$ cat config.mk
export PLATFORM = sky130hd
export DESIGN_NAME = uart_irq_ident
export DESIGN_NICKNAME = d
export VERILOG_FILES = /design/src/rtl/uart_irq_pkg.sv /design/src/rtl/uart_irq_enable.sv /design/src/rtl/uart_irq_modem.sv /design/src/rtl/uart_irq_prio.sv /design/src/rtl/uart_irq_ident.sv
export SDC_FILE = /design/constraint.sdc
export NUM_CORES = 1
export LEC_CHECK = 0
export CAP_MARGIN = 20
export CORE_AREA = 2 2 42 52
export CTS_CLUSTER_DIAMETER = 200
export CTS_CLUSTER_SIZE = 30
export DETAILED_ROUTE_END_ITERATION = 6
export DIE_AREA = 0 0 44 54
export DONT_BUFFER_PORTS = 1
export GPL_TIMING_DRIVEN = 0
export MAX_ROUTING_LAYER = met4
export SLEW_MARGIN = 20
export SYNTH_ARGS = -nofsm -noshare
export SYNTH_HDL_FRONTEND = slang
export SYNTH_SLANG_ARGS = --single-unit
export TNS_END_PERCENT = 10
$ cat constraint.sdc
create_clock -name clk -period 3.2 [get_ports clk]
set_input_delay 0.96 -clock clk [delete_from_list [all_inputs] [get_ports clk]]
set_output_delay 0.96 -clock clk [all_outputs]
set_load 0.005 [all_outputs]
$ cat src/rtl/uart_irq_pkg.sv
package uart_irq_pkg;
  localparam int EN_W    = 4;
  localparam int CODE_W  = 4;
  localparam int ID_W    = 8;
  localparam int LINES_N = 4;
  localparam int RING_IDX = 2;

  localparam logic [CODE_W-1:0] CODE_LINE  = 4'h6;
  localparam logic [CODE_W-1:0] CODE_RXDAT = 4'h4;
  localparam logic [CODE_W-1:0] CODE_TMO   = 4'hC;
  localparam logic [CODE_W-1:0] CODE_THRE  = 4'h2;
  localparam logic [CODE_W-1:0] CODE_MODEM = 4'h0;
  localparam logic [CODE_W-1:0] CODE_IDLE  = 4'h1;

  typedef enum logic [1:0] {EN_RX = 2'd0, EN_TX = 2'd1, EN_LINE = 2'd2, EN_MS = 2'd3} en_bit_e;
endpackage

$ cat src/rtl/uart_irq_enable.sv
module uart_irq_enable
  import uart_irq_pkg::*;
#(
  parameter int W = EN_W
) (
  input  logic         clk,
  input  logic         rst,
  input  logic         wr,
  input  logic [W-1:0] wdata,
  input  logic         thr_wr,
  input  logic         thre_ack,
  output logic [W-1:0] en_q,
  output logic         thre_armed
);
  logic tx_rise;
  assign tx_rise = wr && wdata[EN_TX] && !en_q[EN_TX];

  always_ff @(posedge clk) begin
    if (rst) begin
      en_q       <= '0;
      thre_armed <= 1'b0;
    end else begin
      if (wr) en_q <= wdata;
      if (thr_wr || tx_rise) thre_armed <= 1'b1;
      else if (thre_ack)     thre_armed <= 1'b0;
    end
  end
endmodule

$ cat src/rtl/uart_irq_modem.sv
module uart_irq_modem
  import uart_irq_pkg::*;
#(
  parameter int N = LINES_N,
  parameter int RI_POS = RING_IDX
) (
  input  logic         clk,
  input  logic         rst,
  input  logic [N-1:0] lines,
  input  logic         clr,
  output logic [N-1:0] live_q,
  output logic [N-1:0] delta_q
);
  logic primed;
  logic [N-1:0] evt;

  for (genvar i = 0; i < N; i++) begin : g_evt
    if (i == RI_POS) begin : g_trail
      assign evt[i] = primed && live_q[i] && !lines[i];
    end else begin : g_any
      assign evt[i] = primed && (live_q[i] != lines[i]);
    end
  end

  always_ff @(posedge clk) begin
    if (rst) begin
      primed  <= 1'b0;
      live_q  <= '0;
      delta_q <= '0;
    end else begin
      primed  <= 1'b1;
      live_q  <= lines;
      delta_q <= (clr ? '0 : delta_q) | evt;
    end
  end
endmodule

$ cat src/rtl/uart_irq_prio.sv
module uart_irq_prio
  import uart_irq_pkg::*;
#(
  parameter int W = EN_W,
  parameter int IW = ID_W
) (
  input  logic          clk,
  input  logic          rst,
  input  logic [W-1:0]  en,
  input  logic          line_err,
  input  logic          rx_avail,
  input  logic          rx_tmo,
  input  logic          thre_pend,
  input  logic          ms_pend,
  input  logic          fifo_en,
  output logic [IW-1:0] id_q,
  output logic          irq_q
);
  localparam int PAD_W = IW - CODE_W - 2;
  logic [CODE_W-1:0] code;
  logic              any;

  always_comb begin
    any = 1'b1;
    if (en[EN_LINE] && line_err)     code = CODE_LINE;
    else if (en[EN_RX] && rx_avail)  code = CODE_RXDAT;
    else if (en[EN_RX] && rx_tmo)    code = CODE_TMO;
    else if (en[EN_TX] && thre_pend) code = CODE_THRE;
    else if (en[EN_MS] && ms_pend)   code = CODE_MODEM;
    else begin
      code = CODE_IDLE;
      any  = 1'b0;
    end
  end

  always_ff @(posedge clk) begin
    if (rst) begin
      id_q  <= {{(IW-CODE_W){1'b0}}, CODE_IDLE};
      irq_q <= 1'b0;
    end else begin
      id_q  <= {{2{fifo_en}}, {PAD_W{1'b0}}, code};
      irq_q <= any;
    end
  end
endmodule

$ cat src/rtl/uart_irq_ident.sv
module uart_irq_ident
  import uart_irq_pkg::*;
(
  input  logic            clk,
  input  logic            rst,
  input  logic            ier_wr_i,
  input  logic [EN_W-1:0] ier_wdata_i,
  input  logic            thr_wr_i,
  input  logic            iir_rd_i,
  input  logic            msr_rd_i,
  input  logic            line_err_i,
  input  logic            rx_avail_i,
  input  logic            rx_timeout_i,
  input  logic            thr_empty_i,
  input  logic            fifo_en_i,
  input  logic            cts_i,
  input  logic            dsr_i,
  input  logic            ri_i,
  input  logic            dcd_i,
  output logic [EN_W-1:0] ier_o,
  output logic [ID_W-1:0] iir_o,
  output logic [7:0]      msr_o,
  output logic            irq_o
);
  logic thre_armed;
  logic thre_ack;
  logic [LINES_N-1:0] live, delta;

  assign thre_ack = iir_rd_i && (iir_o[CODE_W-1:0] == CODE_THRE);

  uart_irq_enable #(.W(EN_W)) u_en (
    .clk(clk), .rst(rst), .wr(ier_wr_i), .wdata(ier_wdata_i),
    .thr_wr(thr_wr_i), .thre_ack(thre_ack),
    .en_q(ier_o), .thre_armed(thre_armed)
  );

  uart_irq_modem #(.N(LINES_N), .RI_POS(RING_IDX)) u_ms (
    .clk(clk), .rst(rst), .lines({dcd_i, ri_i, dsr_i, cts_i}),
    .clr(msr_rd_i), .live_q(live), .delta_q(delta)
  );

  uart_irq_prio #(.W(EN_W), .IW(ID_W)) u_pr (
    .clk(clk), .rst(rst), .en(ier_o),
    .line_err(line_err_i), .rx_avail(rx_avail_i), .rx_tmo(rx_timeout_i),
    .thre_pend(thr_empty_i && thre_armed), .ms_pend(|delta),
    .fifo_en(fifo_en_i), .id_q(iir_o), .irq_q(irq_o)
  );

  assign msr_o = {live, delta};
endmodule

# Word-level counts from Yosys, hierarchy flattened
# Cells that the tools add are included.
[classes]
eq_ne = 4
reduce_logical = 20
mux = 14
bitwise = 1
[op_table]
columns = ["op", "n"]
rows = [
  ["$logic_and A1 B1 Y1", 14],
  ["$mux W4", 3],
  ["$mux W1", 9],
  ["$mux W3", 2],
  ["$eq A4 B2 Y1 const B", 1],
  ["$or A4 B4 Y4", 1],
  ["$reduce_or A4 Y1", 1],
  ["$ne A1 B1 Y1", 3],
  ["$reduce_or A3 Y1", 1],
  ["$logic_not A1 Y1", 2],
  ["$reduce_bool A2 Y1", 1],
  ["$logic_or A1 B1 Y1", 1],
]
[word_totals]
wordCells = 48
reg_bits = 22

# Logic depth before layout (Yosys ltp)
# Gate-level depths: netlist of run 1.
[depth]
depth_word = 7
mapped_depth = 3
mapped_depth_nobuf = 3

# By module
# Synthesis of run 1 repeated with hierarchy kept, for this count alone.
[unflattened]
hier_cells = 72
area_unflattened_um2 = 778.2
[by_module_without_submodules]
columns = ["module", "area_each_um2", "n_inst", "cells_each"]
rows = [
  ["uart_irq_modem", 326.6, 1, 28],
  ["uart_irq_prio", 235.2, 1, 22],
  ["uart_irq_enable", 192.7, 1, 18],
  ["uart_irq_ident", 23.8, 1, 4],
]

# Worst setup path after synthesis of run 1
# No wires, ideal clock.
[synth_timing]
path_kind = "in2reg"
start = "input rx_avail_i"
end = "register u_pr.irq_q"
required_time_ns = 3.080
path_stages = 3
slack_ns = 1.608
setup_ns = 0.120
t_arrival_ns = 1.472
cell_sequence = "o21ai_0 a21oi_1 or2_1"
[synth_between]
elab_chain_len = 3
[synth_lines]
columns = ["item", "line", "rtl"]
rows = [
  ["start: declaration", "uart_irq_ident.sv:12", "input logic rx_avail_i,"],
  ["$logic_and A1 B1 Y1", "uart_irq_prio.sv:26", "else if (en[EN_RX] && rx_avail) code = CODE_RXDAT;"],
  ["$mux W1", "uart_irq_prio.sv:26", ""],
  ["$mux W1", "uart_irq_prio.sv:25", "if (en[EN_LINE] && line_err) code = CODE_LINE;"],
  ["end signal: assignment", "uart_irq_prio.sv:42", "irq_q <= any;"],
  ["end: declaration", "uart_irq_prio.sv:17", "output logic irq_q"],
]
# No other way between the ends.
# A chain may end at the register's enable or synchronous reset.

# Worst setup path after layout of run 1
[layout_timing]
start = "register u_pr.id_q[6] (netlist name)"
end = "output iir_o[7]"
[layout_lines]
columns = ["item", "line", "rtl"]
rows = [
  ["end: declaration", "uart_irq_ident.sv:21", "output logic [ID_W-1:0] iir_o,"],
]
# No word-level cell between the ends.

==> results.cfg, run 1 <==
[layout]
fin_nets = 99
n_antenna_cell = 0
drive_gt1_frac = 0.0897
nFillCells = 208
area_growth_syn_to_layout_pct = 7.13
fin_util = 0.398

[critical_path]
worstSetupPathType = reg -> out
slowest_stage = dfxtp_1
crit_required_ns = 2.24
crit_arrival_ns = 0.75
path_buf_inv = 1
crit_path_end_kind = output port
cp_max_fo = 2
critPathTopFamily = flip-flops
cpPeakStageDelay_ns = 0.35
cp-start-kind = register
crit_path_cell_trace = buf_4

[floorplanning]
rows = 18
ios = 40
core_region_area_mm2 = 0.00194
die_y_um = 54
initial_utilization = 0.371
die_area_mm2 = 0.00238
die_x_um = 44

[synthesis]
synth.area.top_cells = dfxtp_1 56%, nor2b_1 7.0%, a21oi_1 5.6%
syn-cell-area_um2 = 719
netlist-cell-type-count = 23
ys_warn_count = 0
ys_seq_area_frac = 0.557
synth_area_per_cell_um2 = 9.72
yosysTopAreaCellShare = 0.557
ys_ff_latch = 20
netlist.top_cell.by_area = dfxtp_1
syn_inst = 74

[clock_network]
ctsHoldBuffers = 0
cts.clk_slew.worst_paths_ns = 0.09
clockBufferDepth = 2
clk-insertion-delay-late_ns = 0.29
post_cts_buffers = 0
cts_sinks = 20
cts-htree-levels = 1
cts_buffers = 3
root_buffer = clkbuf_4
cts_resized = 0
tritoncts = done

[grt]
grt_pass1_vias = 490
grt_first_pass_wirelength_um = 2090
grt_max_degree = 11
antenna_found_initial = 0
grt_use_total = 0.130
gr-total-overflow = 0

[sta]
hold_viol_final = 0
rsz0062_at_grt = no
setup_viol = 0
skew_ns = 0.00616
period_share = 0.534
clock.fmax_mhz = 585
setup_tns_ns = 0
finalCriticalPeriod_ns = 1.71
worst_hold_slack_ns = 0.496
finalMaxSlewViolations = 0

[drt]
detail_route.wl_per_cell_um = 13.3
detail_route.vias_per_cell = 5.07
vias = 497
met2_length_um = 593
top_layer = met4
firstDrtPassIters = 2
detail_route.drc_violations = 0
met1_length_um = 526
dr.first_iter.drc_count = 1
dr_wl_met3_um = 169
wl_um = 1300
antenna_left = 0

[power]
power.leakage_uw = 0.000317
p_per_area_mw_per_mm2 = 538
ir_worst_vdd_mv = 0.357
power_uw = 415

[job]
drv_cap = 0

[placement]
gp_congestion = 0.690
port_buffers = 0
dp_hpwl_um = 1020

[status]
status = completed

[min_path]
min_path_type = reg -> reg
[report_power, final]
group	switching, uW	total (uW)	internal, uW	leakage [uW]
Sequential	12.1	275	263	0.000165
Combinational	14.9	30.9	16.0	0.000138
Clock	64.9	109	43.7	0.0000138
Total	91.9	415	323	0.000317
[metal layers]
| layer | up-vias | global-route usage |
|---|---|---|
| met5 | - | - |
| met4 | 0 | 0.0455 |
| met3 | 2 | 0.0738 |
| met2 | 28 | 0.201 |
| met1 | 218 | 0.138 |
| li1 | 249 | - |
[layout make-up]
type                            count  area (um2)  share of cell area
Clock buffer                        3        22.5              0.0292
Buffer                              6        35.0              0.0455
Multi-Input combinational cell     46         277               0.359
Inverter                            3        11.3              0.0146
Sequential cell                    20         400               0.519
Tap cell                           20        25.0              0.0325
[Yosys cell counts]
cell	number
dfxtp_1	20
a21oi_1	8
nor2_1	8
nor2b_1	8
mux2i_1	4
buf_4	3
inv_1	3
xor2_1	3
nand2_1	2
nand2b_1	2
a31oi_1	1
buf_1	1
buf_2	1
clkbuf_1	1
conb_1	1
nand3_1	1
nand3b_1	1
nor4b_1	1
o21ai_0	1
o21ai_1	1
o41ai_1	1
or2_1	1
or4b_1	1
[metrics by stage]
stage                     cells  worst slack, ns  cell area [um2]
after floorplan              75             1.61              723
after global placement       95             1.41              748
after detailed placement     95             1.39              748
after CTS                    98             1.47              771
after global routing         98             1.40              771
final                        98             1.49              771
[worst register-to-register path, cell delays in order, from the launching register on]
cell and delay [ns]:
dfxtp_1 0.35, o41ai_1 0.41, a21oi_1 0.13, or2_1 0.21
[worst paths after layout]
path                      to  slack (ns)  cells past startpoint             from
max                 iir_o[7]        1.49                      1     u_pr.id_q[6]
min          u_en.thre_armed        0.50                      2  u_en.thre_armed
max reg2reg       u_pr.irq_q        2.00                      3  u_ms.delta_q[0]
min reg2reg  u_en.thre_armed        0.50                      2  u_en.thre_armed
[cell families (layout without fill, tap and decap cells)]
logic type / count (synthesis) / after routing / share of synthesized area
compound gates: 12 / 12 / 0.0904
xor+xnor: 3 / 3 / 0.0365
buf+inv: 9 / 12 / 0.0643
flops: 20 / 20 / 0.557
mux: 4 / 4 / 0.0557
other cells: 1 / 2 / 0.00521
simple gates: 25 / 25 / 0.191
[registers in the layout, summed over array words and instances (netlist names)]
signal / flops
u_en.thre_armed: 1
u_pr.id_q: 5
u_ms.delta_q: 4
u_pr.irq_q: 1
u_ms.live_q: 4
u_ms.primed: 1
u_en.en_q: 4
[cell usage in the layout, fill, tap and decap left out, drive strengths merged]
cell type  synthesis  routed
a21oi              8       8
a31oi              1       1
buf                5       5
clkbuf             1       4
conb               1       2
dfxtp             20      20
inv                3       3
mux2i              4       4
nand2              2       2
nand2b             2       2
nand3              1       1
nand3b             1       1
nor2               8       8
nor2b              8       8
nor4b              1       1
o21ai              2       2
o41ai              1       1
or2                1       1
or4b               1       1
xor2               3       3
(Power assumes the default switching activity.)
==> run 2: changes to the inputs <==
Clock period 3.2 ns to 1.7 ns, I/O delays scaled along.
==> results of run 2 <==
The final DEF is identical to that of run 1. Status: completed.
Among the figures that moved: setup slack after placement 1.39 ns -> 0.340 ns; setup slack after layout 1.49 ns -> 0.442 ns; hold slack 0.496 ns -> 0.290 ns; register-to-register setup slack 2.00 ns -> 0.50 ns; end point of the worst hold path u_en.thre_armed -> u_pr.id_q[3]; total power 415 uW -> 781 uW; worst IR drop on VDD 0.357 mV -> 0.672 mV
==> run 3: changes to the inputs <==
Clock period 1.7 ns to 1.2 ns, I/O delays scaled along.
==> results.cfg, run 3 (same netlist as run 1, synthesis figures left out) <==
[clock_network]
post_cts_buffers = 0
cts_buffers = 3
root_buffer = clkbuf_4
clockBufferDepth = 2
cts-htree-levels = 1
cts.clk_slew.worst_paths_ns = 0.09
ctsHoldBuffers = 0
clk-insertion-delay-late_ns = 0.29
tritoncts = done
cts_sinks = 20

[layout]
drive_gt1_frac = 0.128
fin_util = 0.409
most-common-layout-cells = 18 x dfxtp_1, 8 x a21oi_1, 8 x nor2b_1, 8 x nor2_1, 4 x mux2i_1
largest_reg_flops = 5
regMostFlops = u_pr.id_q
nFillCells = 204
fin_nets = 99
register_area_um2 = 403
final_area_um2 = 792
multi_input_area_um2 = 295
layout_commonest_cell = dfxtp_1
n_antenna_cell = 0
area_growth_syn_to_layout_pct = 10.1

[placement]
dpl_cell_area_um2 = 748
dp_hpwl_um = 1020
place_ws_ns = -0.00961
gp_congestion = 0.690
port_buffers = 0

[min_path]
min_path_type = in -> reg
min_path_cells = 1
worstHoldStart = rx_avail_i
min_to = u_pr.id_q[3]

[critical_path]
worstSetupPathType = reg -> reg
crit_path_cell_trace = or4b_1 > o21ai_1 > a21oi_1
cp-start-kind = register
crit_required_ns = 1.38
crit_arrival_ns = 1.35
reg2reg_from = u_pr.id_q[0]
critPathTopFamily = simple AND/OR/NAND/NOR gates
cpPeakStageDelay_ns = 0.52
cp_max_fo = 2
ff2ff_path_depth = 3
slowest_stage = or4b_1
rrSetupSlack_ns = 0.03
crit_path_end_kind = register
path_buf_inv = 0
r2r-end = u_en.thre_armed

[grt]
grt_most_used_layer = met2
grt_pass1_vias = 494
grt_first_pass_wirelength_um = 2110
antenna_found_initial = 0
grtUsageMet3 = 0.0738
grt_use_met1 = 0.138
grt_use_total = 0.130
gr-total-overflow = 0
grt_max_degree = 11
grt_use_met2 = 0.203

[power]
ir_worst_vdd_mv = 0.940
power.leakage_uw = 0.000327
p_per_area_mw_per_mm2 = 1410

[drt]
wl_um = 1320
detail_route.drc_violations = 0
dr.first_iter.drc_count = 4
detail_route.vias_per_cell = 5.17
firstDrtPassIters = 2
detail_route.wl_per_cell_um = 13.5
antenna_left = 0
vias = 507

[sta]
hold_viol_final = 0
finalCriticalPeriod_ns = 1.17
clock.fmax_mhz = 856
rsz0062_at_grt = yes
setup_viol = 0
timing.final.ws_setup_ns = 0.0316
worst_hold_slack_ns = 0.138
finalMaxSlewViolations = 0
period_share = 0.974
skew_ns = 0.00581

[floorplanning]
die_y_um = 54
ios = 40
die_x_um = 44
die_area_mm2 = 0.00238
initial_utilization = 0.371
rows = 18
core_region_area_mm2 = 0.00194

[status]
status = completed

[job]
drv_cap = 0
-- run 3: cell counts in the layout (fill, tap and decap cells not counted) --
Identical to the previous run, type by type.
-- run 3: cell type report --
cell class | instances | share of cell area
inverter | 3 | 0.0142
clock buffer | 3 | 0.0284
buffer | 6 | 0.0442
sequential | 20 | 0.509
tap | 20 | 0.0316
multi-input combinational | 46 | 0.373
-- run 3: how the worst max path moves through the flow --
stage                               start              end  slack (ns)  cells past startpoint
after global routing         u_pr.id_q[0]  u_en.thre_armed       -0.01                      3
after CTS                    u_pr.id_q[0]  u_en.thre_armed        0.02                      3
after global placement    u_ms.delta_q[0]       u_pr.irq_q       -0.01                      3
after floorplan              u_pr.id_q[0]  u_en.thre_armed        0.10                      3
final                        u_pr.id_q[0]  u_en.thre_armed        0.03                      3
after detailed placement              rst     u_en.en_q[2]       -0.01                      3
-- run 3: what timing repair did --
item / CTS / global route
resized for setup: 1 / 3
endpoints found under the setup margin: 1 / 2
cloned: 0 / 0
hold endpoints to repair: 0 / 0
pin swaps: 0 / 1
-- run 3: report_power, final --
| group | leakage [uW] | internal, uW | total (uW) | switching (uW) |
|---|---|---|---|---|
| logic | 0.000148 | 44.9 | 84.8 | 39.9 |
| clock network | 0.0000138 | 117 | 290 | 174 |
| registers | 0.000165 | 703 | 740 | 37.0 |
| total | 0.000327 | 864 | 1110 | 251 |
-- run 3: per-stage QoR --
step / power [uW] / instances / setup TNS, ns
floorplan: 813 / 75 / 0
global placement: 831 / 95 / -0.0143
detailed placement: 834 / 95 / -0.0296
CTS: 1130 / 98 / 0
global route: 1180 / 98 / -0.0148
finish: 1110 / 98 / 0
-- run 3: routing by layer --
metal,vias up,part of all wire
li1,248,-
met2,30,0.45
met4,0,0.016
met1,225,0.40
met5,-,0
met3,4,0.13
